`config.mk`:
```
export PLATFORM = sky130hd
export DESIGN_NAME = dwt_translator
export DESIGN_NICKNAME = d
export VERILOG_FILES = /design/src/rtl/dwt_pkg.sv /design/src/rtl/dwt_map_regs.sv /design/src/rtl/dwt_window_split.sv /design/src/rtl/dwt_target_calc.sv /design/src/rtl/dwt_translator.sv
export SDC_FILE = /design/constraint.sdc
export NUM_CORES = 1
export LEC_CHECK = 0
export BUFFER_PORTS_ARGS = -buffer_cell sky130_fd_sc_hd__buf_2
export CAP_MARGIN = 25
export CORE_ASPECT_RATIO = 1.4
export CORE_MARGIN = 5
export CORE_UTILIZATION = 45
export CTS_CLUSTER_DIAMETER = 80
export DETAILED_ROUTE_END_ITERATION = 8
export PLACE_DENSITY = 0.75
export RECOVER_POWER = 25
export SYNTH_ARGS = -nofsm -noshare
export SYNTH_HDL_FRONTEND = slang
export SYNTH_SLANG_ARGS = --single-unit
export TNS_END_PERCENT = 1
```
`constraint.sdc`:
```
create_clock -name clk -period 5.6 [get_ports clk]
set_input_delay 0.28 -clock clk [delete_from_list [all_inputs] [get_ports clk]]
set_output_delay 0.28 -clock clk [all_outputs]
set_load 0.01 [all_outputs]
```
`src/rtl/dwt_pkg.sv`:
```
// Shared types and constants for the data window address translator.
// Assumes 16-bit map words with the I/O flag in bit 15 and the
// space selector in bits 13:12.
package dwt_pkg;

    localparam int MAP_W     = 16;
    localparam int IO_BIT    = 15;
    localparam int SEL_LO    = 12;
    localparam int IO_PAGE_SHIFT = 16;
    localparam int IO_WINDOW_BASE = 'hC000;

    typedef enum logic [1:0] {
        SPC_UNIFIED = 2'b00,
        SPC_INSN    = 2'b01,
        SPC_DATA    = 2'b10,
        SPC_NONE    = 2'b11
    } dwt_space_e;

    // Power-up map word: the last window points at unified memory,
    // all other windows point at internal data segment 0.
    function automatic logic [MAP_W-1:0] map_reset_word(input int idx, input int nmaps);
        return (idx == nmaps - 1) ? 16'h0000 : 16'h2000;
    endfunction

endpackage

```
`src/rtl/dwt_map_regs.sv`:
```
// Map register bank. Holds one map word per window and decodes writes
// from the data address space: slot n at MAP_BASE + 2n, plus one alias
// address that lands on slot ALIAS_IDX. Any other address is ignored.
// Assumes MAP_BASE + 2*NUM_MAPS fits in ADDR_W bits.
module dwt_map_regs
    import dwt_pkg::*;
#(
    parameter int ADDR_W     = 16,
    parameter int NUM_MAPS   = 4,
    parameter int MAP_BASE   = 'hFF08,
    parameter int ALIAS_ADDR = 'hFF04,
    parameter int ALIAS_IDX  = 2
) (
    input  logic                            clk,
    input  logic                            rst_n,
    input  logic                            we,
    input  logic [ADDR_W-1:0]               addr,
    input  logic [MAP_W-1:0]                wdata,
    output logic [NUM_MAPS-1:0][MAP_W-1:0]  maps
);

    for (genvar g = 0; g < NUM_MAPS; g++) begin : g_slot
        localparam logic [ADDR_W-1:0] SLOT_ADDR  = ADDR_W'(MAP_BASE + 2 * g);
        localparam logic [ADDR_W-1:0] ALIAS_A    = ADDR_W'(ALIAS_ADDR);
        localparam bit                HAS_ALIAS  = (g == ALIAS_IDX);
        localparam logic [MAP_W-1:0]  RST_WORD   = map_reset_word(g, NUM_MAPS);

        logic hit;

        // Address match for this slot, direct or through the alias.
        always_comb begin
            hit = we && ((addr == SLOT_ADDR) || (HAS_ALIAS && (addr == ALIAS_A)));
        end

        // Slot storage with its power-up value.
        always_ff @(posedge clk) begin
            if (!rst_n) begin
                maps[g] <= RST_WORD;
            end else if (hit) begin
                maps[g] <= wdata;
            end
        end
    end

endmodule

```
`src/rtl/dwt_window_split.sv`:
```
// Splits a logical offset into window index and in-window offset,
// flags offsets beyond the last window, and clips the byte count so
// that the access stays inside its window.
// Assumes BLK_SIZE is a power of two and BLK_W + IDX_W <= ADDR_W.
module dwt_window_split #(
    parameter int ADDR_W   = 16,
    parameter int CNT_W    = 16,
    parameter int BLK_SIZE = 'h4000,
    parameter int NUM_MAPS = 4,
    localparam int BLK_W   = $clog2(BLK_SIZE),
    localparam int IDX_W   = $clog2(NUM_MAPS)
) (
    input  logic [ADDR_W-1:0] off,
    input  logic [CNT_W-1:0]  cnt,
    output logic [IDX_W-1:0]  idx,
    output logic [BLK_W-1:0]  inoff,
    output logic [CNT_W-1:0]  cnt_clip,
    output logic              out_of_range
);

    localparam int SUM_W = ((CNT_W > BLK_W) ? CNT_W : BLK_W) + 1;
    localparam logic [ADDR_W:0] LIMIT = (ADDR_W + 1)'(NUM_MAPS * BLK_SIZE);

    logic [SUM_W-1:0] room;

    // Index, remainder and range test.
    always_comb begin
        idx          = IDX_W'(off >> BLK_W);
        inoff        = off[BLK_W-1:0];
        out_of_range = ({1'b0, off} >= LIMIT);
    end

    // Byte count limited to what is left in the window.
    always_comb begin
        room     = SUM_W'(BLK_SIZE) - SUM_W'(inoff);
        cnt_clip = (SUM_W'(cnt) > room) ? CNT_W'(room) : cnt;
    end

endmodule

```
`src/rtl/dwt_target_calc.sv`:
```
// Decodes one map word into target space and address. I/O mode (map
// bit 15) wins over the 2-bit selector; selector 11 is reserved and
// reported as an error, as is an out-of-range offset.
// Assumes PHYS_W >= SEG_W + 16 so no term overflows.
module dwt_target_calc
    import dwt_pkg::*;
#(
    parameter int BLK_W  = 14,
    parameter int IDX_W  = 2,
    parameter int CNT_W  = 16,
    parameter int SEG_W  = 10,
    parameter int PHYS_W = 26
) (
    input  logic [MAP_W-1:0]  map,
    input  logic [IDX_W-1:0]  idx,
    input  logic [BLK_W-1:0]  inoff,
    input  logic [CNT_W-1:0]  cnt_clip,
    input  logic              out_of_range,
    output dwt_space_e        space,
    output logic [PHYS_W-1:0] phys,
    output logic [CNT_W-1:0]  cnt,
    output logic              err
);

    logic [SEG_W-1:0]  seg;
    logic [1:0]        sub;
    logic [3:0]        page;
    logic [PHYS_W-1:0] seg_phys;
    logic [PHYS_W-1:0] data_phys;
    logic [PHYS_W-1:0] io_phys;

    // Candidate addresses for each kind of target.
    always_comb begin
        seg       = map[SEG_W-1:0];
        sub       = 2'(32'(inoff) >> 12);
        page      = 4'(map >> {~sub, 2'b00});
        seg_phys  = (PHYS_W'(seg) << BLK_W) + PHYS_W'(inoff);
        data_phys = (PHYS_W'(seg) << IO_PAGE_SHIFT) + (PHYS_W'(idx) << BLK_W) + PHYS_W'(inoff);
        io_phys   = (PHYS_W'(page) << IO_PAGE_SHIFT) + PHYS_W'(IO_WINDOW_BASE) + PHYS_W'(inoff);
    end

    // Pick the target by priority: range, I/O flag, selector.
    always_comb begin
        space = SPC_NONE;
        phys  = '0;
        cnt   = '0;
        err   = 1'b1;
        if (!out_of_range) begin
            if (map[IO_BIT]) begin
                space = SPC_DATA;
                phys  = io_phys;
                cnt   = cnt_clip;
                err   = 1'b0;
            end else begin
                case (map[SEL_LO+1:SEL_LO])
                    2'b00: begin
                        space = SPC_UNIFIED;
                        phys  = seg_phys;
                        cnt   = cnt_clip;
                        err   = 1'b0;
                    end
                    2'b01: begin
                        space = SPC_INSN;
                        phys  = seg_phys;
                        cnt   = cnt_clip;
                        err   = 1'b0;
                    end
                    2'b10: begin
                        space = SPC_DATA;
                        phys  = data_phys;
                        cnt   = cnt_clip;
                        err   = 1'b0;
                    end
                    default: begin
                        space = SPC_NONE;
                    end
                endcase
            end
        end
    end

endmodule

```
`src/rtl/dwt_translator.sv`:
```
// Top of the data window address translator. Map bank, window split
// and target decode are combined in front of a single response
// register with a valid/ready handshake. A request accepted in the
// same cycle as a map write sees the old map word.
// Assumes NUM_MAPS is a power of two of at least 2.
module dwt_translator
    import dwt_pkg::*;
#(
    parameter int ADDR_W     = 16,
    parameter int CNT_W      = 16,
    parameter int BLK_SIZE   = 'h4000,
    parameter int NUM_MAPS   = 4,
    parameter int SEG_W      = 10,
    parameter int MAP_BASE   = 'hFF08,
    parameter int ALIAS_ADDR = 'hFF04,
    parameter int ALIAS_IDX  = 2,
    localparam int PHYS_W    = SEG_W + 16
) (
    input  logic              clk,
    input  logic              rst_n,
    input  logic              map_we,
    input  logic [ADDR_W-1:0] map_addr,
    input  logic [MAP_W-1:0]  map_wdata,
    input  logic              req_valid,
    output logic              req_ready,
    input  logic [ADDR_W-1:0] req_off,
    input  logic [CNT_W-1:0]  req_cnt,
    output logic              rsp_valid,
    input  logic              rsp_ready,
    output logic [1:0]        rsp_space,
    output logic [PHYS_W-1:0] rsp_phys,
    output logic [CNT_W-1:0]  rsp_cnt,
    output logic              rsp_err
);

    localparam int BLK_W = $clog2(BLK_SIZE);
    localparam int IDX_W = $clog2(NUM_MAPS);

    logic [NUM_MAPS-1:0][MAP_W-1:0] maps;
    logic [IDX_W-1:0]  idx;
    logic [BLK_W-1:0]  inoff;
    logic [CNT_W-1:0]  cnt_clip;
    logic              oor;
    logic [MAP_W-1:0]  cur_map;
    dwt_space_e        nx_space;
    logic [PHYS_W-1:0] nx_phys;
    logic [CNT_W-1:0]  nx_cnt;
    logic              nx_err;
    logic              take;

    dwt_map_regs #(
        .ADDR_W(ADDR_W), .NUM_MAPS(NUM_MAPS), .MAP_BASE(MAP_BASE),
        .ALIAS_ADDR(ALIAS_ADDR), .ALIAS_IDX(ALIAS_IDX)
    ) u_regs (
        .clk(clk), .rst_n(rst_n), .we(map_we), .addr(map_addr),
        .wdata(map_wdata), .maps(maps)
    );

    dwt_window_split #(
        .ADDR_W(ADDR_W), .CNT_W(CNT_W), .BLK_SIZE(BLK_SIZE), .NUM_MAPS(NUM_MAPS)
    ) u_split (
        .off(req_off), .cnt(req_cnt), .idx(idx), .inoff(inoff),
        .cnt_clip(cnt_clip), .out_of_range(oor)
    );

    // Map word of the addressed window.
    always_comb begin
        cur_map = maps[idx];
    end

    dwt_target_calc #(
        .BLK_W(BLK_W), .IDX_W(IDX_W), .CNT_W(CNT_W), .SEG_W(SEG_W), .PHYS_W(PHYS_W)
    ) u_calc (
        .map(cur_map), .idx(idx), .inoff(inoff), .cnt_clip(cnt_clip),
        .out_of_range(oor), .space(nx_space), .phys(nx_phys),
        .cnt(nx_cnt), .err(nx_err)
    );

    // Handshake: accept when the response slot is free or draining.
    always_comb begin
        req_ready = !rsp_valid || rsp_ready;
        take      = req_valid && req_ready;
    end

    // Response register.
    always_ff @(posedge clk) begin
        if (!rst_n) begin
            rsp_valid <= 1'b0;
            rsp_space <= SPC_NONE;
            rsp_phys  <= '0;
            rsp_cnt   <= '0;
            rsp_err   <= 1'b0;
        end else if (take) begin
            rsp_valid <= 1'b1;
            rsp_space <= nx_space;
            rsp_phys  <= nx_phys;
            rsp_cnt   <= nx_cnt;
            rsp_err   <= nx_err;
        end else if (rsp_ready) begin
            rsp_valid <= 1'b0;
        end
    end

endmodule

```
==> results.md, run 1 <==
* Largest net degree at the start of global routing at 98
* Area taken by multi-input logic gates at 3030 um^2
* Final antenna diode count at 0
* Detail Placement HPWL at between 10 and 15 mm
* Full die area at 14,500 um^2
* Area contributors post-synth: dfxtp_1 40%, nand2_1 11%, mux4_2 7.0%
* GR Util All Layers at ~19%
* Total congestion overflow after global routing at 0
* Depth of the CTS H-tree at 3
* Wire length of the first global-routing pass at 22.4 mm
* Clock skew after layout at about 0.013 ns
* TritonCTS clock tree: done
* Global routing met2 resource utilization at 35.2%
* Kind of launch point of the worst setup path: primary input
* Maximum vdd drop at 0.121 mV
* Worst slew pin tran at between 3 and 4 ns
* Normalized max-slew margin at -130%
* Cell Chain, Critical Path: buf_2 > clkbuf_1 > nand2_4 > nor3b_1 > a221o_1
* Flip-flop cell with the highest count after synthesis: dfxtp_1
* Peak fanout along the critical path at 97
* Number of synthesized flops with an enable pin at 0
* M1 GR Usage at around 23%
* Slack of the worst reg-to-reg path at 3.47 ns
* DR WL/cell at 17.1 um
* Status: finished, violations left
* Class of the tightest hold or removal check: primary input to register
* Via count of the routed design at 4,646
* Clock input transition at the sequential cells of the worst setup and hold paths at roughly 0.08 ns
* Worst hold path cell count at 3
* Share of the yosys chip area belonging to registers at between 40 and 50%
* Initial antenna violation count at 0
* Setup repair after global routing missed its margin: no
* Post-CTS Hold Buffers at 0
* Asr flop ratio synth at 0%
* Gpl congestion at 0.942
* Clock buffers created by TritonCTS at 9
* Total count of max-transition violations in the final report at between 90 and 100
* Clock root buffer: clkbuf_16
* Element type at the critical path end: register
* Final setup violating endpoints at 0
* Cell type with the largest total area after synthesis: dfxtp_1
* Critical Path Max Stage Delay at 2.41 ns
* Number of clock sinks at 110
* Required time at the worst-slack endpoint at 5.89 ns
* Global Route met3 Usage at roughly 3.2%
* Filler Cells Inserted at 1,132
* R2R Path End: rsp_cnt[13]
* Failing checks: capacitance limit, slew limit
* Mean cell area of the mapped netlist at roughly 9.2 um^2
* Longest Clk Path Bufs at 2
* P&R area growth vs syn at 14.8%
* Setup TNS after final layout at 0 ns
* Share of cells above drive strength 1 at 20.7%
* Critical path destination: rsp_cnt[9]
* Standard-cell rows at 47
* Top-area cell type share of the netlist area at 40.1%
* Synthesis-stage register bit count at 110
* Register area at between 2000 and 2500 um^2
* Layer with the highest usage: met2
* Post-layout net count at 772
* Origin of the critical flop-to-flop path: u_regs.maps[47]
* Post-CTS Setup Bufs at 0
* Count of buffers from port buffering at 115
* CTS-repair resized insts at 0
* DRC Markers at 0
* Initial drt markers at between 150 and 200
* Register-to-Register Path Depth at 7
* Synthesized netlist cell count at 597
* Tightest hold margin at 0.193 ns
* Number of nets still failing antenna checks after routing at 0
* Max-cap violation count at 1
* CP max-delay cell: clkbuf_1
* Startpoint-to-endpoint class of the critical path: primary input to register
* Signal arrival time at the worst endpoint at 4.12 ns
* Chip width at around 100 um
* Synthesis Warnings at 0
* Syn Nets at 682
* Critical path launch point: rst_n
* Max frequency at 261 MHz
* Number of I/O pins at between 100 and 150
* Library cells used by synthesis at 53
* Effective utilization at floorplan at 46.2%
* Vias in the first global route at 4,662
* Leakage power summed over all cells at approximately 2.3 nW
* Insertion delay to the later sink of the worst-skew pair at 0.35 ns
* Chip Height at between 100 and 150 um
* DRT Pass-1 Iters at 5
* Pwr Density at 261 nW/um^2
* Period utilisation layout at 68.4%
* Time the worst path needs with I/O delays and setup at 3.83 ns
* Average via count per standard cell at between 5 and 6
* Total count of hold-check failures in the final report at 0
* Placeable core area at 11,900 um^2
* Final wirelength at 14.3 mm
* Mapped Area at between 5000 and 6000 um^2
[worst max-delay path, delay by kind of cell]
kind / cells / cell delay, ns
AOI/OAI and AO/OA: 1 / 0.15
buffers and inverters: 2 / 2.48
and+or+nand+nor: 2 / 1.15
[metrics by stage]
step	power [mW]	instances	util, %	setup slack [ns]	area, um^2
global placement	1.01	823	50.9	1.77	6040
finish	1.65	839	53.1	1.77	6300
detailed placement	1.02	823	50.9	1.60	6040
CTS	1.66	839	53.5	1.98	6350
floorplan	0.938	597	-	2.49	5490
global route	1.72	839	53.1	1.21	6300
[state kept, by name, summed over array words and instances (netlist names)]
| signal | cells |
|---|---|
| u_regs.maps | 64 |
| rsp_phys | 26 |
| rsp_cnt | 16 |
| rsp_space | 2 |
| rsp_err | 1 |
| rsp_valid | 1 |
[kinds of logic (layout without fill, tap and decap cells)]
family / after synthesis / in the layout / share of synthesized area, %
fa+ha+maj: 16 / 16 / 3.65
mux: 28 / 28 / 9.07
buf+inv: 47 / 142 / 4.78
simple gates: 249 / 249 / 21.0
compound gates: 138 / 138 / 20.0
flops: 110 / 110 / 40.1
xor+xnor: 9 / 9 / 1.44
[metal layers]
metal	wire length, um	vias to the layer above	share of wire (%)
met5	0	-	0
met4	156	0	1.1
met2	7590	149	53
met3	912	16	6.4
li1	-	2288	-
met1	5680	2193	40
[how the worst min path moves through the flow]
stage	start	to
after floorplan	map_wdata[13]	u_regs.maps[13]
after global placement	rsp_cnt[0]	rsp_cnt[0]
after detailed placement	u_regs.maps[35]	u_regs.maps[35]
after CTS	req_valid	rsp_valid
after global routing	map_wdata[8]	u_regs.maps[8]
final	req_valid	rsp_valid
[final cells by class]
class | count | share of cell area [%]
repair buffers | 118 | 8.69
clock buffers | 9 | 3.57
clock inverters | 7 | 1.37
multi-input cells | 440 | 48.0
inverters | 8 | 0.516
flip-flops and latches | 110 | 34.9
well taps | 147 | 2.92
[synth_stat cells (7+ instances only)]
cell	n
nor3b_1	13
a21boi_2	17
ha_1	16
xor2_1	7
dfxtp_1	110
a22oi_1	21
nor3_1	7
a21boi_1	20
o21ai_0	15
clkbuf_1	21
mux4_2	17
nand2_1	154
a21oi_1	8
inv_1	7
a221o_1	12
a21boi_0	29
mux2i_1	9
nor2_1	20
nor2b_1	16
[where the power goes]
part / switching [mW] / internal [mW]
sequential: 0.00960 / 0.800
combinational: 0.108 / 0.0796
clock: 0.327 / 0.322
total: 0.444 / 1.20
[cells in the final DEF (no fill, tap or decap), drive strengths merged, types with 4 or more instances in the layout]
cell and n:
nand2 155, and2 5, a22oi 22, o21ai 15, mux4 17, a31oi 4, a21oi 8, mux2i 10
nand3 6, clkbuf 47, buf 80, nor2 24, xor2 7, inv 12, nor3 8, dfxtp 110
nor3b 13, nand4 5, a21boi 66, a221o 12, nor2b 16, ha 16
Power figures use the tool's default switching activity.
==> inputs of run 2 (changes only) <==
- ABC_AREA: unset -> 1
- PLACE_DENSITY: 0.75 -> 0.74
- clock period: 5.6 -> 4 ns (I/O delays scaled with it)
==> run 2 against run 1 <==
The flow now finishes without violations. Area after synthesis up 5.5%. Register-to-register slack worse by 1.4 ns. Synthesized cell count increased by 39%. Clock-buffer cell count increased by 1. Combinational power rose by 91%. Setup slack got worse by 0.24 ns. Largest cell class unchanged. Largest power group unchanged.
==> results.md, run 2 <==
* Kind of launch point of the worst setup path: primary input
* Mean cell area of the mapped netlist at 6.99 um^2
* Worst slew pin tran at between 0.7 and 0.8 ns
* Startpoint-to-endpoint class of the critical path: primary input to register
* Power Total at 2.47 mW
* CP max-delay cell: ha_1
* Placeable core area at 12,800 um^2
* Depth of the CTS H-tree at 3
* Clock input transition at the sequential cells of the worst setup and hold paths at approximately 0.070 ns
* Number of I/O pins at 116
* Area taken by multi-input logic gates at between 2000 and 3000 um^2
* Placement-stage worst setup slack at 1.18 ns
* Longest Clk Path Bufs at 2
* P&R area growth vs syn at 14.4%
* Top cells by instance count after synthesis: 183 x nand2_1, 110 x dfxtp_1, 101 x inv_1
* Commonest cells after routing, fill and taps aside: 183 x nand2_1, 110 x dfxtp_1, 101 x inv_1
* Flip-flop cell with the highest count after synthesis: dfxtp_1
* Library cells used by synthesis at 38
* Count of buffers from port buffering at 115
* Number of clock sinks at 110
* Wire length of the first global-routing pass at 25.2 mm
* DRT Pass-1 Iters at 5
* Worst hold path cell count at 3
* Syn Nets at 914
* Post-CTS Setup Bufs at 0
* Synthesis-stage register bit count at 110
* Leading cell type by number of instances after synthesis: nand2_1
* Total count of max-transition violations in the final report at 0
* Cell type with the largest total area after synthesis: dfxtp_1
* Period utilisation layout at 61.7%
* Area contributors post-synth: dfxtp_1 38%, nand2_1 12%, a21oi_1 8.5%
* Top-area cell type share of the netlist area at a little under two fifths
* Peak fanout along the critical path at 16
* Pwr Density at 373 nW/um^2
* Synthesized netlist cell count at 829
* Slack of the worst reg-to-reg path at approximately 2.1 ns
* Element type at the critical path end: register
* Maximum vdd drop at 0.216 mV
* Filler Cells Inserted at between 1,000 and 1,500
* Vias in the first global route at 5,192
* Chip width at around 110 um
* Register-to-Register Path Depth at 8
* Origin of the critical flop-to-flop path: rsp_valid
* Max-cap violation count at 0
* Max reg flops at 64
* Final setup violating endpoints at 0
* Register area at 2200 um^2
* Leakage power summed over all cells at about 2.8 nW
* Register bank with the most flops: u_regs.maps
* DRC Markers at 0
* Synthesis Warnings at 0
* Average via count per standard cell at between 5 and 6
* Initial drt markers at 229
* Post-CTS Hold Buffers at 0
* Insertion delay to the later sink of the worst-skew pair at 0.36 ns
* Max frequency at between 400 and 500 MHz
* Setup repair after global routing missed its margin: no
* Number of synthesized flops with an enable pin at 0
* CTS-repair resized insts at 0
* Slack of the critical path at 1.53 ns
* Asr flop ratio synth at 0%
* Initial antenna violation count at 0
* Total congestion overflow after global routing at 0
* DR WL/cell at between 10 and 15 um
* Share of the yosys chip area belonging to registers at a little under two fifths
* Post-layout net count at roughly 1,000
* Worst hold path endpoint: rsp_phys[1]
* Class of the tightest hold or removal check: primary input to register
* Clock buffers created by TritonCTS at 9
* GR Util All Layers at 20.4%
* Number of nets still failing antenna checks after routing at 0
* Gpl congestion at 0.937
* Detail Placement HPWL at around 11 mm
* Cell Chain, Critical Path: buf_2 > inv_1 > ha_1 > nand3_1 > nor3_1 > nand4_1 > ha_1 > nand2_1 > nor2_1 > and2_2 > nand4_4 > nand2_4 > nand2_1 > nand3_2 > a21oi_2
* TritonCTS clock tree: done
* Signal arrival time at the worst endpoint at 2.68 ns
* Most common library cell in the layout ignoring fill and taps: nand2_1
* Final antenna diode count at 0
* Registers with the most flip-flops: u_regs.maps: 64 flops, rsp_phys: 26 flops, rsp_cnt: 16 flops
* Hold path startpoint: req_off[1]
* Effective utilization at floorplan at 45.4%
* Chip Height at 144 um
* Via count of the routed design at 5,638
* Critical Path Max Stage Delay at 0.33 ns
* Standard-cell rows at just under 50
* R2R Path End: rsp_phys[5]
* Clock root buffer: clkbuf_16
* Clock skew after layout at around 0.014 ns
* Normalized max-slew margin at between 40% and 50%
* Largest net degree at the start of global routing at 61
* Full die area at 15,300 um^2
* Mapped Area at 5790 um^2
* Required time at the worst-slack endpoint at ~4.2 ns
* Total count of hold-check failures in the final report at 0
* Status: finished, final reports clean
* Setup TNS after final layout at 0 ns
* Share of cells above drive strength 1 at 15.6%
* Final wirelength at roughly 15 mm
* Time the worst path needs with I/O delays and setup at 2.47 ns
## run 2: changes by cell type after synthesis, sizes merged, moves of 26 or more
cell	delta
a21oi	+106
inv	+100
o21ai	+67
a21boi	-66
nand3	+64
nand2	+34
nor2	+26
## run 2: area by class of cell
cell class,instances,area share [%]
clock inverter,6,1.40
tap,153,2.89
multi-input combinational,566,44.2
inverter,110,6.31
sequential,110,33.2
clock buffer,10,3.46
timing repair buffer,120,8.52
## run 2: cell families (layout without fill, tap and decap cells)
logic type | Yosys count | in the layout | share of synthesized area, %
AO/OA/AOI/OAI | 221 | 221 | 21.2
XOR/XNOR | 4 | 4 | 0.605
adder cells (fa/ha/maj) | 16 | 16 | 3.45
buffers and inverters | 153 | 246 | 11.4
flip-flops | 110 | 110 | 38.0
AND/OR/NAND/NOR | 325 | 325 | 25.3
## run 2: worst max path at each step
stage,startpoint,end,slack [ns],cells after the start
after floorplan,req_off[0],rsp_cnt[7],1.65,15
after global placement,req_off[0],rsp_cnt[14],1.28,15
after detailed placement,req_off[0],rsp_cnt[12],1.18,15
after CTS,req_off[0],rsp_cnt[3],1.54,15
after global routing,req_off[0],rsp_cnt[13],1.28,15
final,req_off[0],rsp_cnt[3],1.53,15
## run 2: through the flow
step	instance area [um^2]	utilization (%)	instances	hold WS, ns
after CTS	6680	52.3	1075	0.119
after global placement	6350	49.8	1059	0.428
after detailed placement	6350	49.8	1059	0.435
after global routing	6630	52.0	1075	0.134
final	6630	52.0	1075	0.123
after floorplan	5790	-	829	0.343
## run 2: power breakdown
part | internal (mW) | total, mW | switching [mW]
combinational | 0.119 | 0.357 | 0.238
clock | 0.554 | 0.975 | 0.421
sequential | 1.12 | 1.14 | 0.0155
## run 2: routing by layer
layer / vias to the layer above / wire, um / GRT usage (%)
met3: 35 / 901 / 3.31
met4: 0 / 435 / 7.44
li1: 2880 / - / -
met2: 185 / 7600 / 36.0
met5: - / 0 / 0
met1: 2538 / 6510 / 25.2
## run 2: critical path, delay by kind of cell
| kind | cells | cell delay (ns) |
|---|---|---|
| AOI/OAI and AO/OA | 1 | 0.05 |
| buffers and inverters | 2 | 0.21 |
| adders and majority gates | 2 | 0.59 |
| and+or+nand+nor | 10 | 1.64 |
